[config.mk]
export PLATFORM = sky130hd
export DESIGN_NAME = tsw_ctrl
export DESIGN_NICKNAME = d
export VERILOG_FILES = /design/src/rtl/tsw_pkg.sv /design/src/rtl/tsw_table.sv /design/src/rtl/tsw_gate_rom.sv /design/src/rtl/tsw_check.sv /design/src/rtl/tsw_ctrl.sv
export SDC_FILE = /design/constraint.sdc
export NUM_CORES = 1
export LEC_CHECK = 0
export ABC_AREA = 1
export BUFFER_PORTS_ARGS = -buffer_cell sky130_fd_sc_hd__buf_2
export CORE_MARGIN = 2
export CORE_UTILIZATION = 36
export DETAILED_ROUTE_END_ITERATION = 16
export GPL_TIMING_DRIVEN = 0
export PLACE_DENSITY = 0.62
export SETUP_SLACK_MARGIN = 0.5
export SYNTH_ARGS = -nofsm -noshare
export SYNTH_HDL_FRONTEND = slang
export SYNTH_HIERARCHICAL = 1
export SYNTH_SLANG_ARGS = --single-unit
export TNS_END_PERCENT = 10
[constraint.sdc]
create_clock -name clk -period 7.8 [get_ports clk]
set_clock_uncertainty 0.1 [all_clocks]
set_input_delay 0 -clock clk [delete_from_list [all_inputs] [get_ports clk]]
set_output_delay 0 -clock clk [all_outputs]
set_load 0.005 [all_outputs]
[src/rtl/tsw_pkg.sv]
package tsw_pkg;

  typedef enum logic [1:0] {
    KIND_JUMP   = 2'd0,
    KIND_CALL   = 2'd1,
    KIND_GATE   = 2'd2,
    KIND_RETURN = 2'd3
  } tsw_kind_e;

  typedef enum logic [2:0] {
    CAUSE_NONE   = 3'd0,
    CAUSE_SEL    = 3'd1,
    CAUSE_TYPE   = 3'd2,
    CAUSE_BUSY   = 3'd3,
    CAUSE_GATE   = 3'd4,
    CAUSE_NONEST = 3'd5,
    CAUSE_IDLE   = 3'd6
  } tsw_cause_e;

  typedef enum logic {
    ST_IDLE = 1'b0,
    ST_EXEC = 1'b1
  } tsw_state_e;

  localparam int SEL_W    = 16;
  localparam int IDX_LSB  = 3;
  localparam int TYPE_W   = 4;
  localparam int BUSY_BIT = 1;

  localparam logic [TYPE_W-1:0] TYPE_GATE        = 4'h5;
  localparam logic [TYPE_W-1:0] TYPE_WIDE_FREE   = 4'h9;
  localparam logic [TYPE_W-1:0] TYPE_NARROW_FREE = 4'h1;
  localparam logic [TYPE_W-1:0] TYPE_NOT_TASK    = 4'h2;

  function automatic logic is_task_type(logic [TYPE_W-1:0] t);
    return (t == 4'h1) || (t == 4'h3) || (t == 4'h9) || (t == 4'hB);
  endfunction

endpackage

[src/rtl/tsw_table.sv]
module tsw_table
  import tsw_pkg::*;
#(
  parameter int NUM_TASKS = 8,
  parameter logic [NUM_TASKS-1:0] INVALID_MASK = '0,
  parameter logic [NUM_TASKS-1:0] LEGACY_MASK  = '0,
  parameter int IDX_W = $clog2(NUM_TASKS)
) (
  input  logic                              clk,
  input  logic                              rst_n,
  input  logic                              set_en,
  input  logic [IDX_W-1:0]                  set_idx,
  input  logic                              clr_en,
  input  logic [IDX_W-1:0]                  clr_idx,
  input  logic                              nt_en,
  input  logic [IDX_W-1:0]                  nt_idx,
  input  logic                              nt_val,
  input  logic                              link_en,
  input  logic [IDX_W-1:0]                  link_idx,
  input  logic [SEL_W-1:0]                  link_val,
  output logic [NUM_TASKS-1:0][TYPE_W-1:0]  types_o,
  output logic [NUM_TASKS-1:0][SEL_W-1:0]   links_o,
  output logic [NUM_TASKS-1:0]              nts_o
);

  for (genvar gi = 0; gi < NUM_TASKS; gi++) begin : g_entry
    localparam logic [TYPE_W-1:0] BASE_TYPE =
      INVALID_MASK[gi] ? TYPE_NOT_TASK :
      (LEGACY_MASK[gi] ? TYPE_NARROW_FREE : TYPE_WIDE_FREE);
    localparam logic [TYPE_W-1:0] RST_TYPE =
      (gi == 0) ? (BASE_TYPE | 4'h2) : BASE_TYPE;

    logic [TYPE_W-1:0] type_q, type_d;
    logic [SEL_W-1:0]  link_q, link_d;
    logic              nt_q, nt_d;
    logic              hit_set, hit_clr, hit_nt, hit_link, entry_en;

    assign hit_set  = set_en  && (set_idx  == IDX_W'(gi));
    assign hit_clr  = clr_en  && (clr_idx  == IDX_W'(gi));
    assign hit_nt   = nt_en   && (nt_idx   == IDX_W'(gi));
    assign hit_link = link_en && (link_idx == IDX_W'(gi));
    assign entry_en = hit_set || hit_clr || hit_nt || hit_link;

    always_comb begin
      type_d = type_q;
      link_d = link_q;
      nt_d   = nt_q;
      if (hit_set)  type_d[BUSY_BIT] = 1'b1;
      if (hit_clr)  type_d[BUSY_BIT] = 1'b0;
      if (hit_nt)   nt_d             = nt_val;
      if (hit_link) link_d           = link_val;
    end

    always_ff @(posedge clk or negedge rst_n) begin
      if (!rst_n) begin
        type_q <= RST_TYPE;
        link_q <= '0;
        nt_q   <= 1'b0;
      end else if (entry_en) begin
        type_q <= type_d;
        link_q <= link_d;
        nt_q   <= nt_d;
      end
    end

    assign types_o[gi] = type_q;
    assign links_o[gi] = link_q;
    assign nts_o[gi]   = nt_q;
  end

endmodule

[src/rtl/tsw_gate_rom.sv]
module tsw_gate_rom
  import tsw_pkg::*;
#(
  parameter int NUM_GATES = 4,
  parameter int VEC_W     = 3
) (
  input  logic [VEC_W-1:0]  vec,
  output logic [TYPE_W-1:0] gate_type,
  output logic [SEL_W-1:0]  gate_sel
);

  logic [NUM_GATES-1:0][SEL_W-1:0] sel_tab;

  for (genvar gv = 0; gv < NUM_GATES; gv++) begin : g_gate
    assign sel_tab[gv] = {13'(gv + 1), 1'b0, 2'b00};
  end

  always_comb begin
    gate_type = '0;
    gate_sel  = '0;
    for (int v = 0; v < NUM_GATES; v++) begin
      if (32'(vec) == v) begin
        gate_type = TYPE_GATE;
        gate_sel  = sel_tab[v];
      end
    end
  end

endmodule

[src/rtl/tsw_check.sv]
module tsw_check
  import tsw_pkg::*;
#(
  parameter int NUM_TASKS = 8,
  parameter int IDX_W = $clog2(NUM_TASKS)
) (
  input  tsw_kind_e                         kind,
  input  logic [SEL_W-1:0]                  req_sel,
  input  logic [TYPE_W-1:0]                 gate_type,
  input  logic [SEL_W-1:0]                  gate_sel,
  input  logic [IDX_W-1:0]                  cur_idx,
  input  logic [NUM_TASKS-1:0][TYPE_W-1:0]  types,
  input  logic [NUM_TASKS-1:0][SEL_W-1:0]   links,
  input  logic [NUM_TASKS-1:0]              nts,
  output logic [SEL_W-1:0]                  tgt_sel,
  output logic [IDX_W-1:0]                  tgt_idx,
  output logic                              ok,
  output tsw_cause_e                        cause
);

  logic              in_range;
  logic [TYPE_W-1:0] tgt_type;

  always_comb begin
    unique case (kind)
      KIND_GATE:   tgt_sel = gate_sel;
      KIND_RETURN: tgt_sel = links[cur_idx];
      default:     tgt_sel = req_sel;
    endcase
  end

  assign tgt_idx  = tgt_sel[IDX_LSB +: IDX_W];
  assign in_range = !tgt_sel[2] && (tgt_sel[SEL_W-1:IDX_LSB] < 13'(NUM_TASKS));
  assign tgt_type = in_range ? types[tgt_idx] : '0;

  always_comb begin
    if (kind == KIND_GATE && gate_type != TYPE_GATE)
      cause = CAUSE_GATE;
    else if (kind == KIND_RETURN && !nts[cur_idx])
      cause = CAUSE_NONEST;
    else if (!in_range)
      cause = CAUSE_SEL;
    else if (!is_task_type(tgt_type))
      cause = CAUSE_TYPE;
    else if (kind == KIND_RETURN)
      cause = tgt_type[BUSY_BIT] ? CAUSE_NONE : CAUSE_IDLE;
    else
      cause = tgt_type[BUSY_BIT] ? CAUSE_BUSY : CAUSE_NONE;
  end

  assign ok = (cause == CAUSE_NONE);

endmodule

[src/rtl/tsw_ctrl.sv]
module tsw_ctrl
  import tsw_pkg::*;
#(
  parameter int NUM_TASKS = 8,
  parameter int NUM_GATES = 4,
  parameter int VEC_W     = 3,
  parameter logic [NUM_TASKS-1:0] INVALID_MASK = 8'h80,
  parameter logic [NUM_TASKS-1:0] LEGACY_MASK  = 8'h40,
  parameter int IDX_W = $clog2(NUM_TASKS)
) (
  input  logic              clk,
  input  logic              rst_n,
  input  logic              req_valid,
  input  logic [1:0]        req_kind,
  input  logic [15:0]       req_sel,
  input  logic [VEC_W-1:0]  req_vec,
  output logic              req_ready,
  output logic              done,
  output logic              fault,
  output logic [2:0]        fault_cause,
  output logic [15:0]       cur_sel,
  output logic              cur_nt,
  input  logic [IDX_W-1:0]  peek_idx,
  output logic [3:0]        peek_type,
  output logic [15:0]       peek_link,
  output logic              peek_nt
);

  // reset: asserted asynchronously, released on the clock
  logic [1:0] rst_sync_q;
  logic       rst_int_n;

  always_ff @(posedge clk or negedge rst_n) begin
    if (!rst_n) rst_sync_q <= 2'b00;
    else        rst_sync_q <= {rst_sync_q[0], 1'b1};
  end
  assign rst_int_n = rst_sync_q[1];

  // sequencer state
  tsw_state_e        state_q, state_d;
  tsw_kind_e         kind_q, kind_d;
  logic [SEL_W-1:0]  sel_q, sel_d;
  logic [VEC_W-1:0]  vec_q, vec_d;
  logic [SEL_W-1:0]  cur_q, cur_d;
  logic              done_q, done_d;
  logic              fault_q, fault_d;
  tsw_cause_e        cause_q, cause_d;
  logic              accept, req_en, cur_en;

  // table and decode wiring
  logic [NUM_TASKS-1:0][TYPE_W-1:0] types;
  logic [NUM_TASKS-1:0][SEL_W-1:0]  links;
  logic [NUM_TASKS-1:0]             nts;
  logic [NUM_TASKS-1:0]             busy_vec;
  logic [TYPE_W-1:0]                gate_type;
  logic [SEL_W-1:0]                 gate_sel;
  logic [SEL_W-1:0]                 tgt_sel;
  logic [IDX_W-1:0]                 tgt_idx, cur_idx;
  logic                             chk_ok;
  tsw_cause_e                       chk_cause;
  logic                             commit, is_jump, is_nest, is_ret;
  logic                             set_en, clr_en, nt_en, nt_val, link_en;
  logic [IDX_W-1:0]                 set_idx, clr_idx, nt_idx;

  assign cur_idx   = cur_q[IDX_LSB +: IDX_W];
  assign req_ready = (state_q == ST_IDLE) && rst_int_n;
  assign accept    = req_valid && req_ready;

  for (genvar gb = 0; gb < NUM_TASKS; gb++) begin : g_busy
    assign busy_vec[gb] = types[gb][BUSY_BIT];
  end

  tsw_gate_rom #(
    .NUM_GATES (NUM_GATES),
    .VEC_W     (VEC_W)
  ) u_gate (
    .vec       (vec_q),
    .gate_type (gate_type),
    .gate_sel  (gate_sel)
  );

  tsw_check #(
    .NUM_TASKS (NUM_TASKS),
    .IDX_W     (IDX_W)
  ) u_check (
    .kind      (kind_q),
    .req_sel   (sel_q),
    .gate_type (gate_type),
    .gate_sel  (gate_sel),
    .cur_idx   (cur_idx),
    .types     (types),
    .links     (links),
    .nts       (nts),
    .tgt_sel   (tgt_sel),
    .tgt_idx   (tgt_idx),
    .ok        (chk_ok),
    .cause     (chk_cause)
  );

  // commit decode
  assign commit  = (state_q == ST_EXEC) && chk_ok;
  assign is_jump = (kind_q == KIND_JUMP);
  assign is_nest = (kind_q == KIND_CALL) || (kind_q == KIND_GATE);
  assign is_ret  = (kind_q == KIND_RETURN);

  assign set_en  = commit && !is_ret;
  assign set_idx = tgt_idx;
  assign clr_en  = commit && (is_jump || is_ret);
  assign clr_idx = cur_idx;
  assign nt_en   = commit;
  assign nt_idx  = is_ret ? cur_idx : tgt_idx;
  assign nt_val  = is_nest;
  assign link_en = commit && is_nest;

  tsw_table #(
    .NUM_TASKS    (NUM_TASKS),
    .INVALID_MASK (INVALID_MASK),
    .LEGACY_MASK  (LEGACY_MASK),
    .IDX_W        (IDX_W)
  ) u_table (
    .clk      (clk),
    .rst_n    (rst_int_n),
    .set_en   (set_en),
    .set_idx  (set_idx),
    .clr_en   (clr_en),
    .clr_idx  (clr_idx),
    .nt_en    (nt_en),
    .nt_idx   (nt_idx),
    .nt_val   (nt_val),
    .link_en  (link_en),
    .link_idx (tgt_idx),
    .link_val (cur_q),
    .types_o  (types),
    .links_o  (links),
    .nts_o    (nts)
  );

  // next state
  always_comb begin
    state_d = state_q;
    kind_d  = kind_q;
    sel_d   = sel_q;
    vec_d   = vec_q;
    cur_d   = cur_q;
    done_d  = 1'b0;
    fault_d = 1'b0;
    cause_d = CAUSE_NONE;
    req_en  = 1'b0;
    cur_en  = 1'b0;
    unique case (state_q)
      ST_IDLE: begin
        if (accept) begin
          req_en  = 1'b1;
          kind_d  = tsw_kind_e'(req_kind);
          sel_d   = req_sel;
          vec_d   = req_vec;
          state_d = ST_EXEC;
        end
      end
      ST_EXEC: begin
        state_d = ST_IDLE;
        done_d  = 1'b1;
        fault_d = !chk_ok;
        cause_d = chk_cause;
        if (chk_ok) begin
          cur_en = 1'b1;
          cur_d  = tgt_sel;
        end
      end
      default: state_d = ST_IDLE;
    endcase
  end

  // registers
  always_ff @(posedge clk or negedge rst_int_n) begin
    if (!rst_int_n) begin
      state_q <= ST_IDLE;
      done_q  <= 1'b0;
      fault_q <= 1'b0;
      cause_q <= CAUSE_NONE;
    end else begin
      state_q <= state_d;
      done_q  <= done_d;
      fault_q <= fault_d;
      cause_q <= cause_d;
    end
  end

  always_ff @(posedge clk or negedge rst_int_n) begin
    if (!rst_int_n) begin
      kind_q <= KIND_JUMP;
      sel_q  <= '0;
      vec_q  <= '0;
    end else if (req_en) begin
      kind_q <= kind_d;
      sel_q  <= sel_d;
      vec_q  <= vec_d;
    end
  end

  always_ff @(posedge clk or negedge rst_int_n) begin
    if (!rst_int_n)  cur_q <= '0;
    else if (cur_en) cur_q <= cur_d;
  end

  // outputs
  assign done        = done_q;
  assign fault       = fault_q;
  assign fault_cause = cause_q;
  assign cur_sel     = cur_q;
  assign cur_nt      = nts[cur_idx];

  always_comb begin
    if (32'(peek_idx) < NUM_TASKS) begin
      peek_type = types[peek_idx];
      peek_link = links[peek_idx];
      peek_nt   = nts[peek_idx];
    end else begin
      peek_type = '0;
      peek_link = '0;
      peek_nt   = 1'b0;
    end
  end

endmodule

* Word-level counts from Yosys, hierarchy flattened
Cells that the tools add are included.
** Storage, ports and cells
- Flip-flop bits (word level) :: 189
- Output and inout port bits :: 44
** Operators by class
- Bitwise logic cells :: 1
- Reduce and logical (&&, ||, !) cells :: 114
- Equality and inequality tests :: 32
- $lt $le $gt $ge :: 4
- Muxes and demuxes :: 54
** Operators with widths (number)
- binary-select mux 16 bit (select 3 bit) :: 2
- AND reduction 2 bit :: 24
- logical AND 1 bit :: 41
- == test 3 bit, second input constant :: 12
- 2-to-1 mux 3 bit :: 12
- 2-to-1 mux 16 bit :: 2
- one-hot mux 16 bit (2 select lines) :: 1
- logical OR 1 bit :: 29
- binary-select mux 4 bit (select 3 bit) :: 2
- == test 3 x 2 -> 1 bit, second input constant :: 8
- 2-to-1 mux 1 bit :: 24
- 2-to-1 mux 4 bit :: 4
- nonzero test 2 bit :: 8
- logical NOT 3 bit :: 5
- less-than comparator 13 x 4 -> 1 bit, second input constant :: 1
- == test 3 x 1 -> 1 bit, second input constant :: 4
- less-than comparator 3 x 4 -> 1 bit, second input constant :: 3
- 2-to-1 mux 5 bit :: 2
- == test 4 bit, second input constant :: 2
- binary-select mux 1 bit (select 3 bit) :: 2
- 2-to-1 mux 6 bit :: 1
- AND reduction 3 bit :: 2
- == test 2 bit, second input constant :: 2
- == test 4 x 1 -> 1 bit, second input constant :: 1
- other kinds (8) :: 11

* Logic depth before layout (Yosys ltp)
Gate-level depths: netlist (run 1).
- Depth in word-level cells :: 25
- Mapped depth :: 30
- Mapped depth without buffers :: 26

* Modules after synthesis
The synthesis (run 1) kept the hierarchy.
** By module, submodules not included
- tsw_table :: area each 6055.8 µm², cells each 718, times used 1, sequential area each 3606.0 µm²
- tsw_ctrl :: area each 4067.7 µm², cells each 765, times used 1, sequential area each 1126.1 µm²
- tsw_check :: area each 2180.8 µm², cells each 474, times used 1, sequential area each 0.0 µm²
- tsw_gate_rom :: area each 152.6 µm², cells each 24, times used 1, sequential area each 0.0 µm²

* Least setup slack after synthesis (run 1)
No wires, ideal clock.
- Path kind :: register to register
- From :: register rst_sync_q[1]
- To :: register kind_q[1]
- Required time :: 7584 ps
- Arrival :: 5274 ps
- Path buffers :: 1
- Cell stages (with the launch flop) :: 7
- Slack :: 2310 ps
- Cells stage by stage :: dfrtp_1 > inv_1 > nor2_2 > nand2_1 > buf_2 > nand2_1 > nand2_1
** Between the ends
- Cells in the longest elaborated chain, start to end :: 5
** RTL lines
- start: declaration :: line tsw_ctrl.sv:30 : logic [1:0] rst_sync_q;
- start signal: assignment :: line tsw_ctrl.sv:35 : else rst_sync_q <= {rst_sync_q[0], 1'b1};
- logical AND 1 bit * :: line tsw_ctrl.sv:66 : assign req_ready = (state_q == ST_IDLE) && rst_int_n;
- via req_ready :: line tsw_ctrl.sv:17 : output logic req_ready,
- logical AND 1 bit * :: line tsw_ctrl.sv:67 : assign accept = req_valid && req_ready;
- 2-to-1 mux 1 bit :: line tsw_ctrl.sv:152 : if (accept) begin
- 2-to-1 mux 1 bit :: line tsw_ctrl.sv:150 : unique case (state_q)
- AND reduction 3 bit (no line) *
- end signal: assignment :: line tsw_ctrl.sv:195 : kind_q <= kind_d;
- end: declaration :: line tsw_ctrl.sv:41 : tsw_kind_e kind_q, kind_d;
Mark *: on every way through the listed nets, which the timed path passes. The rest lies on a longest branch.
A chain may end at the register's enable or synchronous reset.

* Final worst setup path (run 1)
- From :: register cur_q[5] (netlist: cur_sel[5])
- To :: register u_table.g_entry[6].link_q[11]
** Between the ends
- Elaborated cells between the ends (all ways) :: 44
- Classes of those cells :: 1 x order compare; 7 x eq/ne; 16 x mux; 20 x reduce/logical
** RTL lines
- start: declaration :: line tsw_ctrl.sv:44 : logic [SEL_W-1:0] cur_q, cur_d;
- start signal: assignment :: line tsw_ctrl.sv:203 : else if (cur_en) cur_q <= cur_d;
- binary-select mux 16 bit (select 3 bit) * :: line tsw_check.sv:27 : KIND_RETURN: tgt_sel = links[cur_idx];
- 2-to-1 mux 16 bit (implied by the code) * :: line tsw_check.sv:27
- one-hot mux 16 bit (2 select lines) * :: line tsw_check.sv:25 : unique case (kind)
- via set_idx[1] :: line tsw_ctrl.sv:63 : logic [IDX_W-1:0] set_idx, clr_idx, nt_idx;
- less-than comparator 13 x 4 -> 1 bit or binary-select mux 4 bit (select 3 bit) (tied branches) :: line tsw_check.sv:33, tsw_check.sv:34
- logical AND 1 bit or 2-to-1 mux 4 bit (tied branches) :: line tsw_check.sv:33, tsw_check.sv:34
- 2-to-1 mux 4 bit :: line tsw_check.sv:34 : assign tgt_type = in_range ? types[tgt_idx] : '0;
- == test 4 x 1 -> 1 bit or == test 4 x 2 -> 1 bit (tied branches) :: line tsw_pkg.sv:36 : return (t == 4'h1) || (t == 4'h3) || (t == 4'h9) || (t == 4'hB);
- (+7 left out)
- logical NOT 3 bit * :: line tsw_check.sv:51 : assign ok = (cause == CAUSE_NONE);
- via chk_ok :: line tsw_ctrl.sv:59 : logic chk_ok;
- logical AND 1 bit * :: line tsw_ctrl.sv:101 : assign commit = (state_q == ST_EXEC) && chk_ok;
- logical AND 1 bit * :: line tsw_ctrl.sv:113 : assign link_en = commit && is_nest;
- via link_en :: line tsw_ctrl.sv:62 : logic set_en, clr_en, nt_en, nt_val, link_en;
- logical AND 1 bit * :: line tsw_table.sv:41 : assign hit_link = link_en && (link_idx == IDX_W'(gi));
- logical OR 1 bit :: line tsw_table.sv:42 : assign entry_en = hit_set || hit_clr || hit_nt || hit_link;
- AND reduction 2 bit (no line) *
- end signal: assignment :: line tsw_table.sv:61 : link_q <= link_d;
- end: declaration :: line tsw_table.sv:34 : logic [SEL_W-1:0] link_q, link_d;
Mark *: on every way through the listed nets, which the timed path passes. The rest lies on a longest branch. The select of a mux whose other input is x is not followed.

==> results of run 1 <==
-- what timing repair did --
item	CTS	global route
buffers inserted	0	0
hold buffers	50	0
setup endpoints to repair	0	0
hold endpoints to repair	24	0
-- cells in the final DEF (no fill, tap or decap), drive strengths merged --
master       netlist  layout
nor2              76      76
or2                1       1
buf              131     202
nand2            978     978
clkbuf            22      40
clkinvlp           0       3
clkinv             4       7
ha                 3       3
a31oi              1       1
inv              288     294
bufinv             0       1
o221ai             3       3
o22ai              6       6
dfstp              2       2
nand4              6       6
nand3            191     191
a22o               2       2
a221o              2       2
o211ai             7       7
a21oi             18      18
dlygate4sd3        0      50
o21ai             49      49
dfrtp            187     187
conb               4      40
-- registers in the layout (all words and copies together), names as in the netlist --
signal and count:
fault 1, u_table/g_entry.link_q 128, state_q 1, u_table/g_entry.nt_q 8
rst_sync_q 2, cur_sel 16, kind_q 2, done 1
u_table/g_entry.type_q 8, sel_q 16, fault_cause 3, vec_q 3
-- cell families after synthesis --
logic type      Yosys count
fa+ha+maj                 3
simple gates           1252
flops                   189
compound gates           88
other cells               4
buf+inv                 445
-- report_power, final --
| part | switching (uW) | leakage (uW) | internal (uW) |
|---|---|---|---|
| Combinational | 1080 | 0.00563 | 509 |
| Clock | 429 | 0.000274 | 456 |
| Sequential | 159 | 0.00254 | 1120 |
| Total | 1660 | 0.00844 | 2090 |
-- final cells by class --
cell class                      count  area [sq um]
Tap cell                          455           569
Multi-Input combinational cell   1383          5760
Sequential cell                   189          4740
Timing Repair Buffer              121           901
Fill cell                        3528         19700
Inverter                          292          1100
Clock inverter                     13           133
Buffer                            153           992
Clock buffer                       18           439
-- per-stage QoR --
stage / cell area [sq um] / util [%]
2_1_floorplan: 12600 / -
3_3_place_gp: 13500 / 39.4
3_5_place_dp: 13600 / 39.6
4_1_cts: 14600 / 42.7
5_1_grt: 14600 / 42.7
6_report: 14600 / 42.7
-- critical path, delay by kind of cell, from the launching register on --
kind                     cells  cell delay, ns
AND/OR/NAND/NOR             13            2.08
adder cells (fa/ha/maj)      1            0.29
flip-flops                   1            0.54
buffers and inverters        6            2.57
AO/OA/AOI/OAI                3            0.59
-- synth_stat cells, types with 8 or more instances --
cell type    n  area (sq um)
nand2_1    966          3630
inv_1      195           732
nand3_1    191           956
dfrtp_1    187          4680
inv_2       91           342
buf_4       72           541
nor2_1      60           225
buf_2       47           235
o21ai_0     42           210
a21oi_1     17          85.1
clkbuf_1    17          63.8
buf_6       11           124
nand2_2     10          62.6
nor2_2       8          50.1
nor2_4       8          90.1
-- per-layer routing --
metal | global-route usage [%] | vias up | wire (um)
met5 | 0 | - | 13
met4 | 8.41 | 2 | 1100
met3 | 3.47 | 72 | 3130
met2 | 39.0 | 521 | 19300
met1 | 31.7 | 5796 | 18300
li1 | - | 6170 | -
-- final timing paths --
kind	start	cells after the start	slack (ns)	to
max reg2reg	cur_sel[5]	23	1.53	u_table/g_entry[6].link_q[11]
min in group asynchronous	rst_n	3	0.30	rst_sync_q[1]
min reg2reg	rst_sync_q[0]	0	0.25	rst_sync_q[1]
min	rst_sync_q[0]	0	0.25	rst_sync_q[1]
max	cur_sel[5]	23	1.53	u_table/g_entry[6].link_q[11]
max in group asynchronous	rst_sync_q[1]	1	6.41	u_table/g_entry[0].type_q[1]
==> impl_metrics.py, run 1 <==
metrics = {
    "clock_network": {
        "cts.sinks": 189,
        "cts-root-buf": "clkbuf_16",
        "path_clk_slew_ns": 0.07,
        "cts_tree": "built",
        "h-tree-depth": 4,
        "clockBufferDepth": 2,
        "clk_latency_ns": 0.46,
        "ctsResizeCount": 0,
        "numCtsBuffers": 17,
    },
    "drt": {
        "drc": 0,
        "wire_per_inst_um": 16.0,
        "routed_wl_mm": 41.9,
        "first_pass_iters": 8,
        "vias_per_cell": 4.79,
        "vias": 12600,
        "drt_iter0_drc": 1171,
        "detail-route-antenna-nets": 0,
    },
    "die": {
        "pin_count": 71,
        "floorplan.initialDensity_pct": 36.3,
        "fp-row-count": 68,
        "die_y_um": 190,
        "die-area_sq_um": 36100,
        "die_x_um": 190,
        "core_sq_um": 34300,
    },
    "critical_path": {
        "crit_required_ns": 8.09,
        "cp_slowest_stage_delay_ns": 0.67,
        "cp_slowest_cell": "clkbuf_1",
        "crit_fanout": 15,
        "crit_arrival_ns": 6.56,
        "worstSetupEndpointType": "register",
        "worst-setup-path-type": "register to register",
        "critPathMostFrequentCell": "nand2_1",
        "worstPathCellList": "inv_1 -> clkbuf_1 -> nand3_1 -> nand3_1 -> nand2_2 -> inv_1 -> o21ai_0 -> o221ai_1 -> o211ai_1 -> ha_1 -> nand4_1 -> nand2_1 -> nand2_1 -> nor2_2 -> nand2_2 -> clkbuf_1 -> nor2_1 -> nand2_1 -> clkinv_1 -> nand2_1 -> buf_2 -> nand2_1 -> nand2_1",
        "crit_path_start_kind": "register",
    },
    "global_routing": {
        "grtUsageTotal_pct": 23.7,
        "grt_pass1_wl_mm": 65.8,
        "grt_overflow": 0,
        "grt_max_degree": 69,
        "antenna_found_initial": 1,
        "first_global_vias": 11800,
    },
    "sta": {
        "worst_slew_pin_slew_ns": 0.825,
        "finalCritPeriodShare_pct": 80.4,
        "setup_tns_ns": 0,
        "drv_slew": 0,
        "rsz0062_at_grt": "no",
        "max_freq_ghz": 0.159,
        "fin_ws_ns": 1.53,
        "slew_headroom_pct": 45.0,
        "final_hold_viol_count": 0,
        "holdWs_ns": 0.255,
        "period_needed_ns": 6.27,
        "setup-violations-final": 0,
    },
    "yosys": {
        "syn_area_sq_um": 12500,
        "synthCells": 1981,
        "synth_xor_area_share_pct": 0,
        "yosys_warnings": 6,
        "avgSynthCellArea_sq_um": 6.29,
        "post_synth_fa_ha_maj_area_fraction_pct": 0.301,
        "synth-edff-count": 0,
        "synth_compound_area_share_pct": 4.01,
        "ys_ff_latch": 189,
        "synth_simple_gate_area_share_pct": 40.7,
        "ys.flop_type": "dfrtp_1",
        "synth-seq-area-share_pct": 38.0,
        "async_flop_share_pct": 100,
        "synth_cell_type_count": 35,
        "synth_top_family_by_area": "simple AND/OR/NAND/NOR gates",
        "synth.area.mux_share_pct": 0,
    },
    "placement": {
        "hpwl_mm": 30.2,
        "globalplace.congestion": 0.933,
        "pre_cts_ws_ns": 1.80,
        "port_buffers": 69,
        "dp_cells": 2543,
    },
    "flow_run": {
        "cap_violations": 0,
    },
    "final_layout": {
        "fin_cells": 2624,
        "diodes": 0,
        "fin_nets": 2187,
        "drive_gt1_share_pct": 16.7,
        "area_delta_synth_final_pct": 17.5,
    },
    "power": {
        "p_total_uw": 3750,
        "p_per_area_nw_per_um2": 256,
        "vdd_drop_max_v": 0.000111,
        "p_leak_uw": 0.00844,
    },
    "worst_hold_path": {
        "hp-class": "register to register",
    },
    "run_status": {
        "status": "finished clean",
    },
}
(Power assumes the default switching activity.)
==> run 2: changes to the inputs <==
PLACE_DENSITY = 0.64   (was 0.62)
clock period = 5.3 ns   (was 7.8 ns; I/O delays follow)
==> impl_metrics.py, run 2 (synthesis gave the netlist of run 1 again) <==
metrics = {
    "run_status": {
        "status": "finished clean",
    },
    "die": {
        "die_y_um": 190,
        "die-area_sq_um": 36100,
        "fp-row-count": 68,
        "pin_count": 71,
        "floorplan.initialDensity_pct": 36.3,
        "core_sq_um": 34300,
        "die_x_um": 190,
    },
    "clock_network": {
        "cts-root-buf": "clkbuf_16",
        "path_clk_slew_ns": 0.07,
        "cts_tree": "built",
        "cts.sinks": 189,
        "h-tree-depth": 4,
        "clockBufferDepth": 2,
        "clk_latency_ns": 0.46,
        "numCtsBuffers": 17,
    },
    "sta": {
        "setup-violations-final": 0,
        "slew_headroom_pct": 58.2,
        "holdWs_ns": 0.194,
        "max_freq_ghz": 0.212,
        "rsz0062_at_grt": "yes",
        "worst_slew_pin_slew_ns": 0.628,
        "drv_slew": 0,
        "period_needed_ns": 4.72,
        "final_hold_viol_count": 0,
        "finalCritPeriodShare_pct": 89.1,
        "setup_tns_ns": 0,
    },
    "global_routing": {
        "first_global_vias": 11900,
        "grt_pass1_wl_mm": 66.3,
        "antenna_found_initial": 1,
        "grt_overflow": 0,
        "grt_max_degree": 64,
        "grtUsageTotal_pct": 23.7,
    },
    "drt": {
        "detail-route-antenna-nets": 0,
        "drt_iter0_drc": 1145,
        "drc": 0,
        "first_pass_iters": 6,
        "routed_wl_mm": 42.1,
        "vias": 12600,
        "wire_per_inst_um": 16.0,
        "vias_per_cell": 4.79,
    },
    "critical_path": {
        "worst-setup-path-type": "register to register",
        "cp_slowest_cell": "dfrtp_2",
        "crit_arrival_ns": 4.96,
        "crit_required_ns": 5.54,
        "cp_slowest_stage_delay_ns": 0.46,
        "crit_path_start_kind": "register",
        "worstSetupEndpointType": "register",
        "critPathMostFrequentCell": "nand2_1",
        "crit_fanout": 10,
    },
    "power": {
        "vdd_drop_max_v": 0.000199,
        "p_leak_uw": 0.00852,
        "p_per_area_nw_per_um2": 376,
    },
    "final_layout": {
        "layout_common_cells": "nand2_1 (960), inv_1 (192), nand3_1 (189)",
        "diodes": 0,
        "area_delta_synth_final_pct": 18.5,
        "largest_reg_flops": 128,
        "final_core_util_pct": 43.0,
        "largest-register": "u_table/g_entry.link_q",
        "layout_commonest_cell": "nand2_1",
        "fin_nets": 2192,
        "fin_cells": 2630,
        "drive_gt1_share_pct": 18.0,
    },
    "flow_run": {
        "cap_violations": 0,
    },
    "placement": {
        "globalplace.congestion": 0.897,
        "port_buffers": 69,
        "hpwl_mm": 30.3,
        "dp_cells": 2544,
    },
    "worst_hold_path": {
        "hp-class": "register to async pin",
    },
}
==> run 2: cell types whose count changed in the layout (fill, tap and decap cells not counted), moves of 4 or more <==
cell	before	now
buf_4	72	82
buf_2	116	110
nand2_1	966	960
clkbuf_4	0	5
nand2_2	10	14
==> run 2: stage by stage <==
stage	worst slack, ns	instance area, sq um	total power, uW
floorplan	1.25	12600	3300
global placement	-0.570	13500	4070
detailed placement	-0.691	13600	4110
CTS	0.508	14700	5450
global route	0.450	14800	5850
finish	0.577	14800	5540
==> run 2: metal layers <==
metal	part of all wire [%]	global-route usage, %	vias to the layer above	wire length [um]
met5	0.031	0	-	13
met2	47	39.0	489	19600
met3	7.1	3.74	80	3000
met1	44	31.6	5838	18300
met4	2.7	8.62	2	1140
li1	-	-	6201	-
==> run 2: power breakdown <==
group          internal (uW)  switching [uW]  leakage [uW]
clock network            628             635      0.000271
registers               1660             221       0.00253
logic                    793            1610       0.00572
==> run 2: worst paths after layout <==
| kind | slack (ns) | end | cells after the start | start |
|---|---|---|---|---|
| worst max-delay path | 0.58 | u_table/g_entry[0].link_q[1] | 25 | cur_sel[3] |
| worst min-delay path | 0.19 | cur_sel[12] | 0 | rst_sync_q[1] |
| worst max register to register | 0.58 | u_table/g_entry[0].link_q[1] | 25 | cur_sel[3] |
| worst min register to register | 0.19 | cur_sel[12] | 0 | rst_sync_q[1] |
| max in group asynchronous | 3.92 | u_table/g_entry[0].type_q[1] | 2 | rst_sync_q[1] |
| min in group clk | 0.26 | rst_sync_q[1] | 0 | rst_sync_q[0] |
==> run 2: cell type report <==
| class | instances | area [sq um] |
|---|---|---|
| Clock inverter | 12 | 104 |
| Inverter | 292 | 1110 |
| Tap cell | 455 | 569 |
| Timing Repair Buffer | 126 | 951 |
| Sequential cell | 189 | 4740 |
| Buffer | 153 | 1030 |
| Clock buffer | 20 | 447 |
| Fill cell | 3551 | 19500 |
| Multi-Input combinational cell | 1383 | 5810 |
==> run 2: critical path, delay by kind of cell (launching register included) <==
family | cells | cell delay [ns]
fa+ha+maj | 1 | 0.18
buf+inv | 8 | 1.59
simple gates | 13 | 1.81
compound gates | 3 | 0.42
flops | 1 | 0.46
==> run 2: what timing repair did <==
item	in CTS	in global routing
pin swaps	0	1
endpoints found under the setup margin	144	89
hold buffers	47	0
setup buffers	2	5
hold endpoints to repair	24	0
resized for setup	27	12
gates cloned	0	0
